`src/rtl/mtc_pkg.sv`:
```
package mtc_pkg;

    // Resolved memory type of one address
    typedef enum logic [1:0] {
        MK_CACHE   = 2'd0,
        MK_UNCACHE = 2'd1,
        MK_WCOMB   = 2'd2
    } mem_kind_e;

    // One-hot view presented at the block's edge
    typedef struct packed {
        logic cache;
        logic uncache;
        logic wcomb;
    } kind_onehot_t;

    function automatic kind_onehot_t kind_to_onehot(mem_kind_e k);
        kind_onehot_t o;
        o.cache   = (k == MK_CACHE);
        o.uncache = (k == MK_UNCACHE);
        o.wcomb   = (k == MK_WCOMB);
        return o;
    endfunction

endpackage

```
`src/rtl/mtc_cfg_reg.sv`:
```
module mtc_cfg_reg #(
    parameter int CFG_W = 64
) (
    input  logic             clk,
    input  logic             rst_n,
    input  logic             we,
    input  logic [CFG_W-1:0] wdata,
    output logic [CFG_W-1:0] value
);

    typedef struct packed {
        logic [CFG_W-1:0] word;
    } cfg_state_t;

    cfg_state_t state_d, state_q;

    always_comb begin
        state_d = state_q;
        if (we) begin
            state_d.word = wdata;
        end
    end

    always_ff @(posedge clk or negedge rst_n) begin
        if (!rst_n) begin
            state_q <= '0;
        end else begin
            state_q <= state_d;
        end
    end

    assign value = state_q.word;

endmodule

```
`src/rtl/mtc_range_match.sv`:
```
module mtc_range_match #(
    parameter int FIELD_W = 15,
    localparam int ENTRY_W = 2 * FIELD_W + 2
) (
    input  logic [ENTRY_W-1:0] entry,
    input  logic [FIELD_W-1:0] page,
    output logic               hit_uc,
    output logic               hit_wc
);

    logic [FIELD_W-1:0] base_f;
    logic [FIELD_W-1:0] mask_f;
    logic               flag_wc;
    logic               flag_uc;
    logic               covered;

    // Field layout of one window: base | mask | wc | uc
    assign base_f  = entry[ENTRY_W-1 -: FIELD_W];
    assign mask_f  = entry[FIELD_W+1 : 2];
    assign flag_wc = entry[1];
    assign flag_uc = entry[0];

    // Bits where the mask is 1 must agree between base and page
    assign covered = (((base_f ^ page) & mask_f) == '0);

    assign hit_uc = covered & flag_uc;
    assign hit_wc = covered & flag_wc;

endmodule

```
`src/rtl/mtc_resolve.sv`:
```
module mtc_resolve
    import mtc_pkg::*;
#(
    parameter int NUM_RANGES = 2,
    parameter bit REG_OUT    = 1'b0
) (
    input  logic                  clk,
    input  logic                  rst_n,
    input  logic [NUM_RANGES-1:0] uc_vec,
    input  logic [NUM_RANGES-1:0] wc_vec,
    output kind_onehot_t          kind
);

    mem_kind_e    kind_now;
    kind_onehot_t onehot_now;

    // Uncacheable outranks write-combine, which outranks the default
    always_comb begin
        if (|uc_vec) begin
            kind_now = MK_UNCACHE;
        end else if (|wc_vec) begin
            kind_now = MK_WCOMB;
        end else begin
            kind_now = MK_CACHE;
        end
        onehot_now = kind_to_onehot(kind_now);
    end

    generate
        if (REG_OUT) begin : g_reg
            typedef struct packed {
                kind_onehot_t kind;
            } out_state_t;

            out_state_t out_d, out_q;

            always_comb begin
                out_d      = out_q;
                out_d.kind = onehot_now;
            end

            always_ff @(posedge clk or negedge rst_n) begin
                if (!rst_n) begin
                    out_q <= '{kind: kind_to_onehot(MK_CACHE)};
                end else begin
                    out_q <= out_d;
                end
            end

            assign kind = out_q.kind;
        end else begin : g_comb
            logic unused_clk;
            assign unused_clk = clk ^ rst_n;
            assign kind = onehot_now;
        end
    endgenerate

endmodule

```
`src/rtl/mem_range_classifier.sv`:
```
module mem_range_classifier
    import mtc_pkg::*;
#(
    parameter int ADDR_W     = 32,
    parameter int GRAN_BITS  = 17,
    parameter int NUM_RANGES = 2,
    parameter bit REG_OUT    = 1'b0,
    localparam int FIELD_W   = ADDR_W - GRAN_BITS,
    localparam int ENTRY_W   = 2 * FIELD_W + 2,
    localparam int CFG_W     = NUM_RANGES * ENTRY_W
) (
    input  logic              clk,
    input  logic              rst_n,
    input  logic              cfg_we,
    input  logic [CFG_W-1:0]  cfg_wdata,
    output logic [CFG_W-1:0]  cfg_rdata,
    input  logic [ADDR_W-1:0] addr,
    output logic              is_cacheable,
    output logic              is_uncacheable,
    output logic              is_write_combine
);

    logic [CFG_W-1:0]      cfg_word;
    logic [NUM_RANGES-1:0] uc_vec;
    logic [NUM_RANGES-1:0] wc_vec;
    logic [FIELD_W-1:0]    page;
    kind_onehot_t          kind;

    assign page = addr[ADDR_W-1:GRAN_BITS];

    mtc_cfg_reg #(
        .CFG_W (CFG_W)
    ) u_cfg (
        .clk   (clk),
        .rst_n (rst_n),
        .we    (cfg_we),
        .wdata (cfg_wdata),
        .value (cfg_word)
    );

    generate
        for (genvar n = 0; n < NUM_RANGES; n++) begin : g_range
            mtc_range_match #(
                .FIELD_W (FIELD_W)
            ) u_match (
                .entry  (cfg_word[n*ENTRY_W +: ENTRY_W]),
                .page   (page),
                .hit_uc (uc_vec[n]),
                .hit_wc (wc_vec[n])
            );
        end
    endgenerate

    mtc_resolve #(
        .NUM_RANGES (NUM_RANGES),
        .REG_OUT    (REG_OUT)
    ) u_resolve (
        .clk    (clk),
        .rst_n  (rst_n),
        .uc_vec (uc_vec),
        .wc_vec (wc_vec),
        .kind   (kind)
    );

    assign cfg_rdata        = cfg_word;
    assign is_cacheable     = kind.cache;
    assign is_uncacheable   = kind.uncache;
    assign is_write_combine = kind.wcomb;

endmodule

```
`config.mk`:
```
export PLATFORM = sky130hd
export DESIGN_NAME = mem_range_classifier
export DESIGN_NICKNAME = d
export VERILOG_FILES = /design/src/rtl/mtc_pkg.sv /design/src/rtl/mtc_cfg_reg.sv /design/src/rtl/mtc_range_match.sv /design/src/rtl/mtc_resolve.sv /design/src/rtl/mem_range_classifier.sv
export SDC_FILE = /design/constraint.sdc
export NUM_CORES = 1
export LEC_CHECK = 0
export BUFFER_PORTS_ARGS = -buffer_cell sky130_fd_sc_hd__buf_4
export CELL_PAD_IN_SITES_DETAIL_PLACEMENT = 1
export CELL_PAD_IN_SITES_GLOBAL_PLACEMENT = 1
export CORE_UTILIZATION = 33
export CTS_BUF_LIST = sky130_fd_sc_hd__clkbuf_16
export DETAILED_ROUTE_END_ITERATION = 8
export GPL_TIMING_DRIVEN = 0
export PLACE_DENSITY_LB_ADDON = 0.1
export SETUP_SLACK_MARGIN = 0.3
export SYNTH_ARGS = -nofsm -noshare
export SYNTH_HDL_FRONTEND = slang
export SYNTH_SLANG_ARGS = --single-unit
```
`constraint.sdc`:
```
create_clock -name clk -period 3.47 [get_ports clk]
set_clock_uncertainty 0.15 [all_clocks]
set_input_delay 1.041 -clock clk [delete_from_list [all_inputs] [get_ports clk]]
set_output_delay 1.041 -clock clk [all_outputs]
set_load 0.1 [all_outputs]
```
* After elaboration in Yosys (flattened, before gate mapping)
Index checks and enable logic that the tools add are counted.
Operators by class: bitwise operators 8, order comparisons 0, shifts and indexed selects 0, add/subtract/negate cells 0, $mul 0, divide/modulo/power cells 0, equal/unequal tests 2, reductions and logical operators 5, multiplexer cells 2
Operators by type and width (number):
- AND 15 bit | 2
- logical NOT 15 bit | 2
- XOR 15 bit | 2
- AND 1 bit | 4
- 2-to-1 mux 2 bit | 2
- OR reduction 2 bit | 2
- equality test 2 x 1 -> 1 bit, second input constant | 1
- equality test 2 bit, second input constant | 1
- logical NOT 2 bit | 1
Storage, ports and cells: bits in registers 64, output and inout bits 67, memories 0, ROM bits 0, RAM bits 0, bits of input ports 99, latch bits 0, logic and storage cells 18

* Depth between registers and ports, before layout
Gate-level depths: netlist (run 1).
depth in word-level cells 8, gate-level depth with buffers 6, depth with buffers taken out 6

* Hierarchy
Synthesis (run 1) repeated with hierarchy kept, for this count alone.
Second synthesis, totals: cells, all modules 197, area total of the unflattened synthesis 3143.0 µm²
By module, submodules not included:
- mtc_cfg_reg | sequential area each 1601.5 µm², instances 1, cells each 135, area an instance 2678.8 µm²
- mtc_range_match | sequential area each 0.0 µm², instances 2, cells each 29, area an instance 217.7 µm²
- mtc_resolve | sequential area each 0.0 µm², instances 1, cells each 4, area an instance 28.8 µm²

* Worst setup path after synthesis (run 1)
No wires, ideal clock.
path kind input to output, from in addr[22], to out is_write_combine, setup slack -0.400 ns, cell stages on the path 6, arrival time 2.679 ns, data required time 2.279 ns, path buffers 0, cell sequence xor2_1 a222oi_1 nand3_1 nor2_2 and4bb_1 a211o_1
Between the ends: word-level cells in the longest chain between the ends 8, elaborated cells on any way between the ends 15, classes of those cells eq/ne: 1; mux: 2; bitwise: 8; reduce/logical: 4
RTL lines:
- from (decl) | RTL line mem_range_classifier.sv:17 | input logic [ADDR_W-1:0] addr,
- XOR 15 bit | RTL line mtc_range_match.sv:24 | assign covered = (((base_f ^ page) & mask_f) == '0);
- AND 15 bit | RTL line mtc_range_match.sv:24
- logical NOT 15 bit | RTL line mtc_range_match.sv:24
- AND 1 bit | RTL line mtc_range_match.sv:27 | assign hit_wc = covered & flag_wc;
- OR reduction 2 bit | RTL line mtc_resolve.sv:21 | end else if (|wc_vec) begin
- 2-to-1 mux 2 bit | RTL line mtc_resolve.sv:21
- 2-to-1 mux 2 bit (*) | RTL line mtc_resolve.sv:19 | if (|uc_vec) begin
- equality test 2 bit (*) | RTL line mtc_pkg.sv:21 | o.wcomb = (k == MK_WCOMB);
- to (decl) | RTL line mem_range_classifier.sv:20 | output logic is_write_combine
Mark *: on every way between the ends. The rest lies on a longest branch, timed or not.

* Final worst setup path (run 1)
from in addr[24], to out is_write_combine
The elaborated chain is that of the path after synthesis.

==> metrics.yaml, run 1 <==
run_status:
  status: "finished, violations left"
  violations: "setup timing"
power_and_ir_drop:
  leakage_nw: 2.11
  comb_power_share_pct: 37.6
  internal_power_w: 0.00156
  pwr-share-clk_pct: 28.7
  vdd_drop_max_mv: 0.315
  switching_share_pct: 41.3
  p_sw_w: 0.00109
  seqPwrFrac_pct: 33.7
  report.power.total_w: 0.00265
  power_per_cell_area_mw_per_mm2: 597
critical_path:
  cp-start-kind: "input pin"
  crit_fanout: 3
  worstReg2RegStart: "u_cfg.value[0]"
  r2r_slack_ps: 2490
  crit_path_end_kind: "output port"
  reg2reg_depth: 1
  worstPathRequired_ps: 2280
  critPathLaunch: "addr[24]"
  worstReg2RegEnd: "u_cfg.value[0]"
  crit_type: "input pin to output port"
  crit_arrival_ps: 2740
sta:
  finalMaxSlewViolations: 0
  finalSetupTns_ps: -1050
  setup_violations: 3
  slew_headroom_pct: 38.7
  fin_crit_sh_pct: 113
  min_period_ps: 3930
  hold_viol_final: 0
  timing.fmax_mhz: 254
  fin_ws_ps: -462
  worst_pin_slew_ps: 919
  rsz0062_at_grt: "yes"
cts:
  clk_pin_slew_ps: 50
  cts.htree.levels: 3
  cts-root-buf: "clkbuf_16"
  cts_tree: "yes"
  cts_sinks: 64
  clock_latency_ps: 320
  cts_buffers: 9
  cts_buffer_depth: 2
die:
  io_pins: 166
  die_y_um: 94.6
  dieWidth_um: 94.6
  row_count: 33
  fp.dieArea_mm2: 0.00894
  core_region_area_mm2: 0.00826
  start_util_pct: 34.2
placed_design:
  dpl-instance-area_mm2: 0.00408
  portBuffers: 147
  gp_congestion: 0.680
  place_hpwl_mm: 6.45
global_routing:
  grt_pass1_wl_mm: 13.0
  grt_pass1_vias: 2450
  groute.usage.overall_pct: 20.2
  antenna_found_initial: 0
  overflow: 0
  grt_start_max_net_pins: 65
synthesis:
  netlist_top_cells_area: "dfrtp_1 57%, mux2_2 25%, xor2_1 9.3%"
  synth_edf_count: 0
  syn_area_mm2: 0.00283
  yosysWarningCount: 0
  yosysSeqAreaShare_pct: 56.6
  synth_top_area_cell: "dfrtp_1"
  synth_ff_type: "dfrtp_1"
  synth_cells: 194
  synth_fp_nets: 293
  async_flop_share_pct: 100
  ys_types: 15
  syn_avg_cell_area_um2: 14.6
  netlist.area_leader.share_pct: 56.6
  ys_ff_latch: 64
min_path:
  whs_endpoint: "u_cfg.value[11]"
  min-delay-path-class: "register to register"
  hold_path_startpoint: "u_cfg.value[11]"
  hold_depth: 1
finish:
  drive_above_1_share_pct: 65.2
  num_antenna_cells: 0
  nets: 456
  area_growth_pct: 57.0
  utilization_pct: 53.8
  post-route-cell-area_mm2: 0.00444
  largest_register_ffs: 64
route:
  post_drt_wl_per_cell_um: 18.6
  vias: 2253
  antenna_left: 0
  routed_wl_mm: 8.61
  dr.pass1.iters: 4
  vias_per_cell: 4.86
  drtIter0Drc: 52
  drc_errors: 0
flow_run:
  maxCapViolCount: 0
cells in the final DEF (no fill, tap or decap), drive strengths merged, types with 2 or more instances in the layout:
cell / n
buf: 152
mux2: 64
dfrtp: 64
xor2: 30
clkbuf: 16
a22oi: 12
nor2: 3
a222oi: 2
nand3: 2
nand4: 2
and4bb: 2
inv: 2
clkinv: 2
o21ai: 2
a22o: 2
area by class of cell:
class / count / area (um^2)
clock buffer: 9 / 225
timing repair buffer: 152 / 1200
tap: 105 / 131
buffer: 7 / 26.3
multi-input combinational: 123 / 1240
clock inverter: 4 / 17.5
fill: 889 / 3820
sequential: 64 / 1600
power groups by stage:
stage,logic [W],clock network (W),registers [W]
floorplan,0.000164,0,0.00144
global placement,0.000984,0,0.000899
detailed placement,0.000992,0,0.000904
CTS,0.00101,0.000778,0.000894
global route,0.00104,0.000807,0.000906
finish,0.000998,0.000760,0.000893
worst max-delay path by stage:
stage,to,slack (ps),cells past startpoint
CTS,is_write_combine,-500,8
global route,is_write_combine,-550,8
finish,is_write_combine,-460,8
global placement,is_write_combine,-610,8
detailed placement,is_write_combine,-610,8
floorplan,is_write_combine,-170,6
cell families after synthesis:
group | share of synthesized area [%]
muxes | 25.5
DFF | 56.6
xor gates and xnor gates | 9.29
AOI/OAI and AO/OA | 5.18
and+or+nand+nor | 2.48
buffers and inverters | 0.929
what timing repair did:
item,in CTS,in global routing
setup buffers,4,1
hold buffers,0,0
endpoints found under the setup margin,3,3
gates resized for setup,16,3
pin swaps,11,5
critical path, stage by stage:
cell,delay (ps)
buf_8,100
xor2_2,140
a222oi_1,440
nand3_1,190
nor2_4,160
and4bb_1,230
a211o_4,270
buf_12,170
synthesized netlist by cell type (all sizes together) (2+ instances only):
library cell and n:
nand3 2, and4bb 2, nor2 3, nand4 2
mux2 64, a22oi 12, dfrtp 64, clkbuf 7
a222oi 2, a22o 2, o21ai 2, xor2 30
per-stage QoR:
| step | setup slack, ps | cells | hold slack (ps) |
|---|---|---|---|
| global placement | -610 | 446 | 366 |
| finish | -462 | 464 | 385 |
| global route | -549 | 464 | 410 |
| detailed placement | -608 | 446 | 377 |
| CTS | -499 | 463 | 389 |
| floorplan | -172 | 194 | 595 |
routing by layer:
metal  vias to the layer above  track usage [%]  part of all wire (%)
li1                       1025                -                     -
met1                      1126             23.9                    41
met2                        92             34.7                    50
met3                        10             5.96                   8.1
met4                         0             7.20                   1.4
met5                         -                0                     0
Note: power is estimated with default switching activity, not from simulation.
==> run 2, diff against run 1 <==
Settings changed: CORE_MARGIN set to 2.
==> run 2 against run 1 <==
Effect of this change:
- the flow still finishes with violations (setup timing)
- total power grew 0.48%
- global-route usage shrank 0.97 points
- flip-flop and latch count is the same
- critical endpoint unchanged
==> metrics.yaml, run 2 (same netlist as run 1, synthesis figures left out) <==
cts:
  cts-root-buf: "clkbuf_16"
  clk_pin_slew_ps: 50  # about the same
  cts_buffers: 9  # unchanged
  hold_buffers: 0  # unchanged
  cts_buffer_depth: 2  # unchanged
  cts.htree.levels: 3  # unchanged
  cts_sinks: 64  # unchanged
  cts_tree: "yes"
  clock_latency_ps: 320  # about the same
placed_design:
  place_hpwl_mm: 6.54  # +1.4%
  portBuffers: 147  # unchanged
  gp_congestion: 0.706  # +3.8%
  dpl-instance-area_mm2: 0.00408  # unchanged
critical_path:
  worstPathRequired_ps: 2280  # about the same
  crit_type: "input pin to output port"
  crit_fanout: 2  # -1
  cp-start-kind: "input pin"
  crit_arrival_ps: 2780  # +40 ps
  crit_chain: "buf_8 -> xor2_2 -> a222oi_1 -> nand3_1 -> nor2_4 -> and4bb_1 -> a211o_4 -> buf_12"
  crit_path_end_kind: "output port"
  path_buf_inv: 2  # unchanged
  critPathMaxStageDelay_ps: 470  # +30 ps
  cp_top_family: "compound AO/OA/AOI/OAI gates"
  slowest_stage: "a222oi_1"
finish:
  final_cell_mix: "143 x buf_4, 64 x mux2_2, 64 x dfrtp_1"
  drive_above_1_share_pct: 64.7  # -0.46 points
  largest_register_ffs: 64  # unchanged
  nets: 454  # -0.44%
  fillers: 895  # +0.67%
  layout_commonest_cell: "buf_4"
  area_growth_pct: 57.2
  post-route-cell-area_mm2: 0.00445  # +0.14%
  num_antenna_cells: 0  # unchanged
power_and_ir_drop:
  switching_share_pct: 41.4  # +0.075 points
  comb_power_share_pct: 37.5  # about the same
  pwr-share-clk_pct: 29.0  # +0.3 points
  internal_power_w: 0.00156  # +0.35%
  p_sw_w: 0.00110  # +0.66%
  seqPwrFrac_pct: 33.5  # -0.2 points
  power_per_cell_area_mw_per_mm2: 599  # +0.34%
  vdd_drop_max_mv: 0.314  # -0.24%
  leakage_nw: 2.10  # -0.28%
  report.power.total_w: 0.00266  # +0.48%
sta:
  min_period_ps: 3970  # +37.7 ps
  hold_viol_final: 0  # unchanged
  timing.fmax_mhz: 252  # -0.95%
  fin_crit_sh_pct: 114  # +1.1 points
  fin_ws_ps: -500  # -37.7 ps
  setup_violations: 3  # unchanged
  finalMaxSlewViolations: 0  # unchanged
  worst_pin_slew_ps: 857  # -62.5 ps
  rsz0062_at_grt: "yes"
  slew_headroom_pct: 42.9  # +4.2 points
die:
  start_util_pct: 34.2  # unchanged
  die_y_um: 96.6  # +2.1%
  dieWidth_um: 96.6  # +2.1%
  row_count: 33  # unchanged
  core_region_area_mm2: 0.00826  # unchanged
  fp.dieArea_mm2: 0.00932  # +4.3%
  io_pins: 166  # unchanged
route:
  drtIter0Drc: 60  # +15%
  antenna_left: 0  # unchanged
  dr.pass1.iters: 4  # unchanged
  vias_per_cell: 4.80  # -1.2%
  post_drt_wl_per_cell_um: 18.5  # about the same
  drc_errors: 0  # unchanged
  routed_wl_mm: 8.62  # +0.14%
  vias: 2230  # -1.0%
global_routing:
  antenna_found_initial: 0  # unchanged
  grt_pass1_wl_mm: 12.9  # -0.27%
  grt_start_max_net_pins: 65  # unchanged
  groute.usage.overall_pct: 19.2  # -0.97 points
  overflow: 0  # unchanged
  grt_pass1_vias: 2378  # -2.9%
flow_run:
  maxCapViolCount: 0  # unchanged
run_status:
  violations: "setup timing"
  status: "finished, violations left"
min_path:
  min-delay-path-class: "register to register"
[run 2: cell count changes in the layout (fill, tap and decap cells not counted)]
cell,before,now
clkinv_1,0,3
clkinv_2,2,3
inv_1,2,1
buf_4,145,143
buf_6,3,2
buf_8,1,2
nor2_2,1,0
nor2_4,1,2
o21ai_1,1,0
o21ai_0,1,2
[run 2: repair_timing]
| action | CTS | global route |
|---|---|---|
| endpoints found under the setup margin | 3 | 3 |
| buffers inserted | 3 | 0 |
| resized for setup | 19 | 1 |
| pin swaps | 10 | 6 |
[run 2: cell type report]
cell class              instances  area [um^2]  share of cell area, %
plain buffers                   7         26.3                  0.591
clock buffers                   9          225                   5.07
clock inverters                 7         30.0                  0.675
multi-input cells             123         1240                   28.0
flip-flops and latches         64         1600                   36.0
well taps                     105          131                   2.96
repair buffers                150         1190                   26.7
[run 2: through the flow]
| stage | utilization, % | hold WS (ps) | instances | worst slack (ps) | setup TNS, ps |
|---|---|---|---|---|---|
| final | 53.8 | 387 | 465 | -500 | -1090 |
| after floorplan | - | 595 | 194 | -172 | -172 |
| after global placement | 49.3 | 368 | 446 | -628 | -1250 |
| after global routing | 53.8 | 400 | 465 | -583 | -1370 |
| after detailed placement | 49.3 | 377 | 446 | -634 | -1280 |
| after CTS | 53.8 | 389 | 465 | -510 | -1090 |
[run 2: routing by layer]
| layer | part of all wire (%) | vias up | track usage (%) |
|---|---|---|---|
| met1 | 41 | 1106 | 23.7 |
| met2 | 50 | 90 | 32.5 |
| met3 | 8.0 | 9 | 5.90 |
| met4 | 1.1 | 0 | 5.63 |
| met5 | 0 | - | 0 |
| li1 | - | 1025 | - |
[run 2: final timing paths]
kind,endpoint,slack (ps),from,cells after the start
min in group asynchronous,u_cfg.value[59],660,rst_n,1
max in group asynchronous,u_cfg.value[38],1950,rst_n,1
worst max register to register,u_cfg.value[32],2480,u_cfg.value[32],1
worst min-delay path,u_cfg.value[15],390,u_cfg.value[15],1
worst max-delay path,is_write_combine,-500,addr[24],8
worst min register to register,u_cfg.value[15],390,u_cfg.value[15],1
[run 2: power by group through the flow]
stage | Combinational [W] | Sequential, W | Clock, W
after global routing | 0.00104 | 0.000905 | 0.000832
after CTS | 0.00101 | 0.000894 | 0.000797
after global placement | 0.000985 | 0.000900 | 0
after detailed placement | 0.000992 | 0.000905 | 0
after floorplan | 0.000164 | 0.00144 | 0
final | 0.000998 | 0.000893 | 0.000773
==> run 3, diff against run 2 <==
Settings changed: CORE_UTILIZATION 33 to 30, CTS_CLUSTER_DIAMETER set to 120.
Clock period 3.47 ns to 3.3 ns, I/O delays scaled along.
==> run 3 against run 2 <==
Effect of this change:
- the flow still finishes with violations (setup timing)
- via count grew 0.99%
- non-clock buffer count rose by 1
- die area grew 9.6%
- count of clock-buffer cells in the layout did not move
- clock power up 18%
- critical path depth unchanged
- combinational power up 4%
- worst setup slack got worse by 27 ps
- cell area grew 0.56%
- critical path type unchanged
==> metrics.yaml, run 3 (same netlist as run 1, synthesis figures left out) <==
critical_path:
  cp-start-kind: "input pin"
  crit_path_end_kind: "output port"
  crit_type: "input pin to output port"
  crit_fanout: 2  # unchanged
  crit_arrival_ps: 2690  # -90 ps
  worstPathRequired_ps: 2160  # -120 ps
cts:
  cts_buffers: 9  # unchanged
  clk_pin_slew_ps: 60  # about the same
  clock_latency_ps: 320  # about the same
  cts.htree.levels: 3  # unchanged
  cts-root-buf: "clkbuf_16"
  cts_buffer_depth: 2  # unchanged
  cts_sinks: 64  # unchanged
  cts_tree: "yes"
finish:
  seqCellArea_mm2: 0.00160  # unchanged
  area_growth_pct: 58.1
  utilization_pct: 48.6  # -5.2 points
  drive_above_1_share_pct: 65.1  # +0.37 points
  largest_register_ffs: 64  # unchanged
  multi_input_area_mm2: 0.00124  # -0.70%
  num_antenna_cells: 0  # unchanged
  final_cell_mix: "144 x buf_4, 64 x mux2_2, 64 x dfrtp_1"
  nets: 455  # +0.22%
  layout_commonest_cell: "buf_4"
  fillers: 991  # +11%
route:
  post_drt_wl_per_cell_um: 18.4  # -0.97%
  vias_per_cell: 4.77  # -0.51%
  drtIter0Drc: 47  # -22%
  antenna_left: 0  # unchanged
  drc_errors: 0  # unchanged
  routed_wl_mm: 8.67  # +0.52%
  vias: 2252  # +0.99%
  dr.pass1.iters: 6  # +2
min_path:
  min-delay-path-class: "register to register"
sta:
  rsz0062_at_grt: "yes"
  slew_headroom_pct: 43.2  # +0.30 points
  fin_ws_ps: -526  # -26.7 ps
  finalMaxSlewViolations: 0  # unchanged
  hold_ws_ps: 388  # +1.12 ps
  timing.fmax_mhz: 261
  min_period_ps: 3830
  setup_violations: 3  # unchanged
  fin_crit_sh_pct: 116
  worst_pin_slew_ps: 852  # -4.53 ps
  hold_viol_final: 0  # unchanged
run_status:
  status: "finished, violations left"
  violations: "setup timing"
die:
  io_pins: 166  # unchanged
  start_util_pct: 30.7  # -3.5 points
  dieWidth_um: 101  # +4.7%
  fp.dieArea_mm2: 0.0102  # +9.6%
  die_y_um: 101  # +4.7%
  row_count: 35  # +6.1%
  core_region_area_mm2: 0.00920  # +11%
global_routing:
  groute.usage.overall_pct: 17.8  # -1.5 points
  grt_start_max_net_pins: 65  # unchanged
  overflow: 0  # unchanged
  antenna_found_initial: 0  # unchanged
  grt_pass1_wl_mm: 13.5  # +4.1%
  grt_pass1_vias: 2423  # +1.9%
power_and_ir_drop:
  vdd_drop_max_mv: 0.284  # -9.7%
  power_per_cell_area_mw_per_mm2: 647  # +8.0%
  report.power.total_w: 0.00289  # +8.6%
  leakage_nw: 2.12  # +1.0%
flow_run:
  maxCapViolCount: 0  # unchanged
placed_design:
  place_hpwl_mm: 6.52  # -0.26%
  portBuffers: 147  # unchanged
  gp_congestion: 0.757  # +7.2%
run 3: per-stage QoR:
step	instances	worst slack, ps	setup TNS (ps)	cell area, um^2
finish	472	-526	-1280	4470
global route	472	-652	-1680	4470
CTS	471	-628	-1570	4450
detailed placement	452	-778	-1690	4080
global placement	452	-746	-1600	4080
floorplan	194	-240	-297	2840
run 3: area by class of cell:
type	count	share of cell area (%)
multi-input cells	123	27.7
plain buffers	7	0.588
repair buffers	151	26.5
flip-flops and latches	64	35.8
well taps	111	3.11
clock buffers	9	5.04
clock inverters	7	1.26
run 3: final timing paths:
path	slack (ps)	from	depth (start not counted)	endpoint
max in group asynchronous	1840	rst_n	1	u_cfg.value[37]
max reg2reg	2300	u_cfg.value[32]	1	u_cfg.value[32]
min reg2reg	390	u_cfg.value[34]	1	u_cfg.value[34]
max	-530	addr[22]	8	is_write_combine
min	390	u_cfg.value[34]	1	u_cfg.value[34]
min in group asynchronous	610	rst_n	1	u_cfg.value[59]
run 3: routing by layer:
layer	global-route usage, %	part of all wire, %	vias up
met2	28.2	50	92
met1	23.1	43	1121
met4	4.99	0.92	0
met5	0	0	-
met3	6.03	6.8	9
li1	-	-	1030
run 3: repair_timing:
item,CTS,global route
endpoints found under the setup margin,3,3
pin swaps,9,7
hold buffers,0,0
setup buffers,3,1
gates resized for setup,15,3
run 3: report_power, final:
part           switching (W)  internal [W]  total (W)
Combinational       0.000760      0.000283    0.00104
Clock               0.000339      0.000572   0.000911
Sequential         0.0000744      0.000865   0.000939
run 3: worst max-delay path, cell delays in order:
cell	delay (ps)
buf_6	100
xor2_1	150
a222oi_1	450
nand3_1	210
nor2_2	150
and4bb_1	200
a211o_4	280
buf_12	170
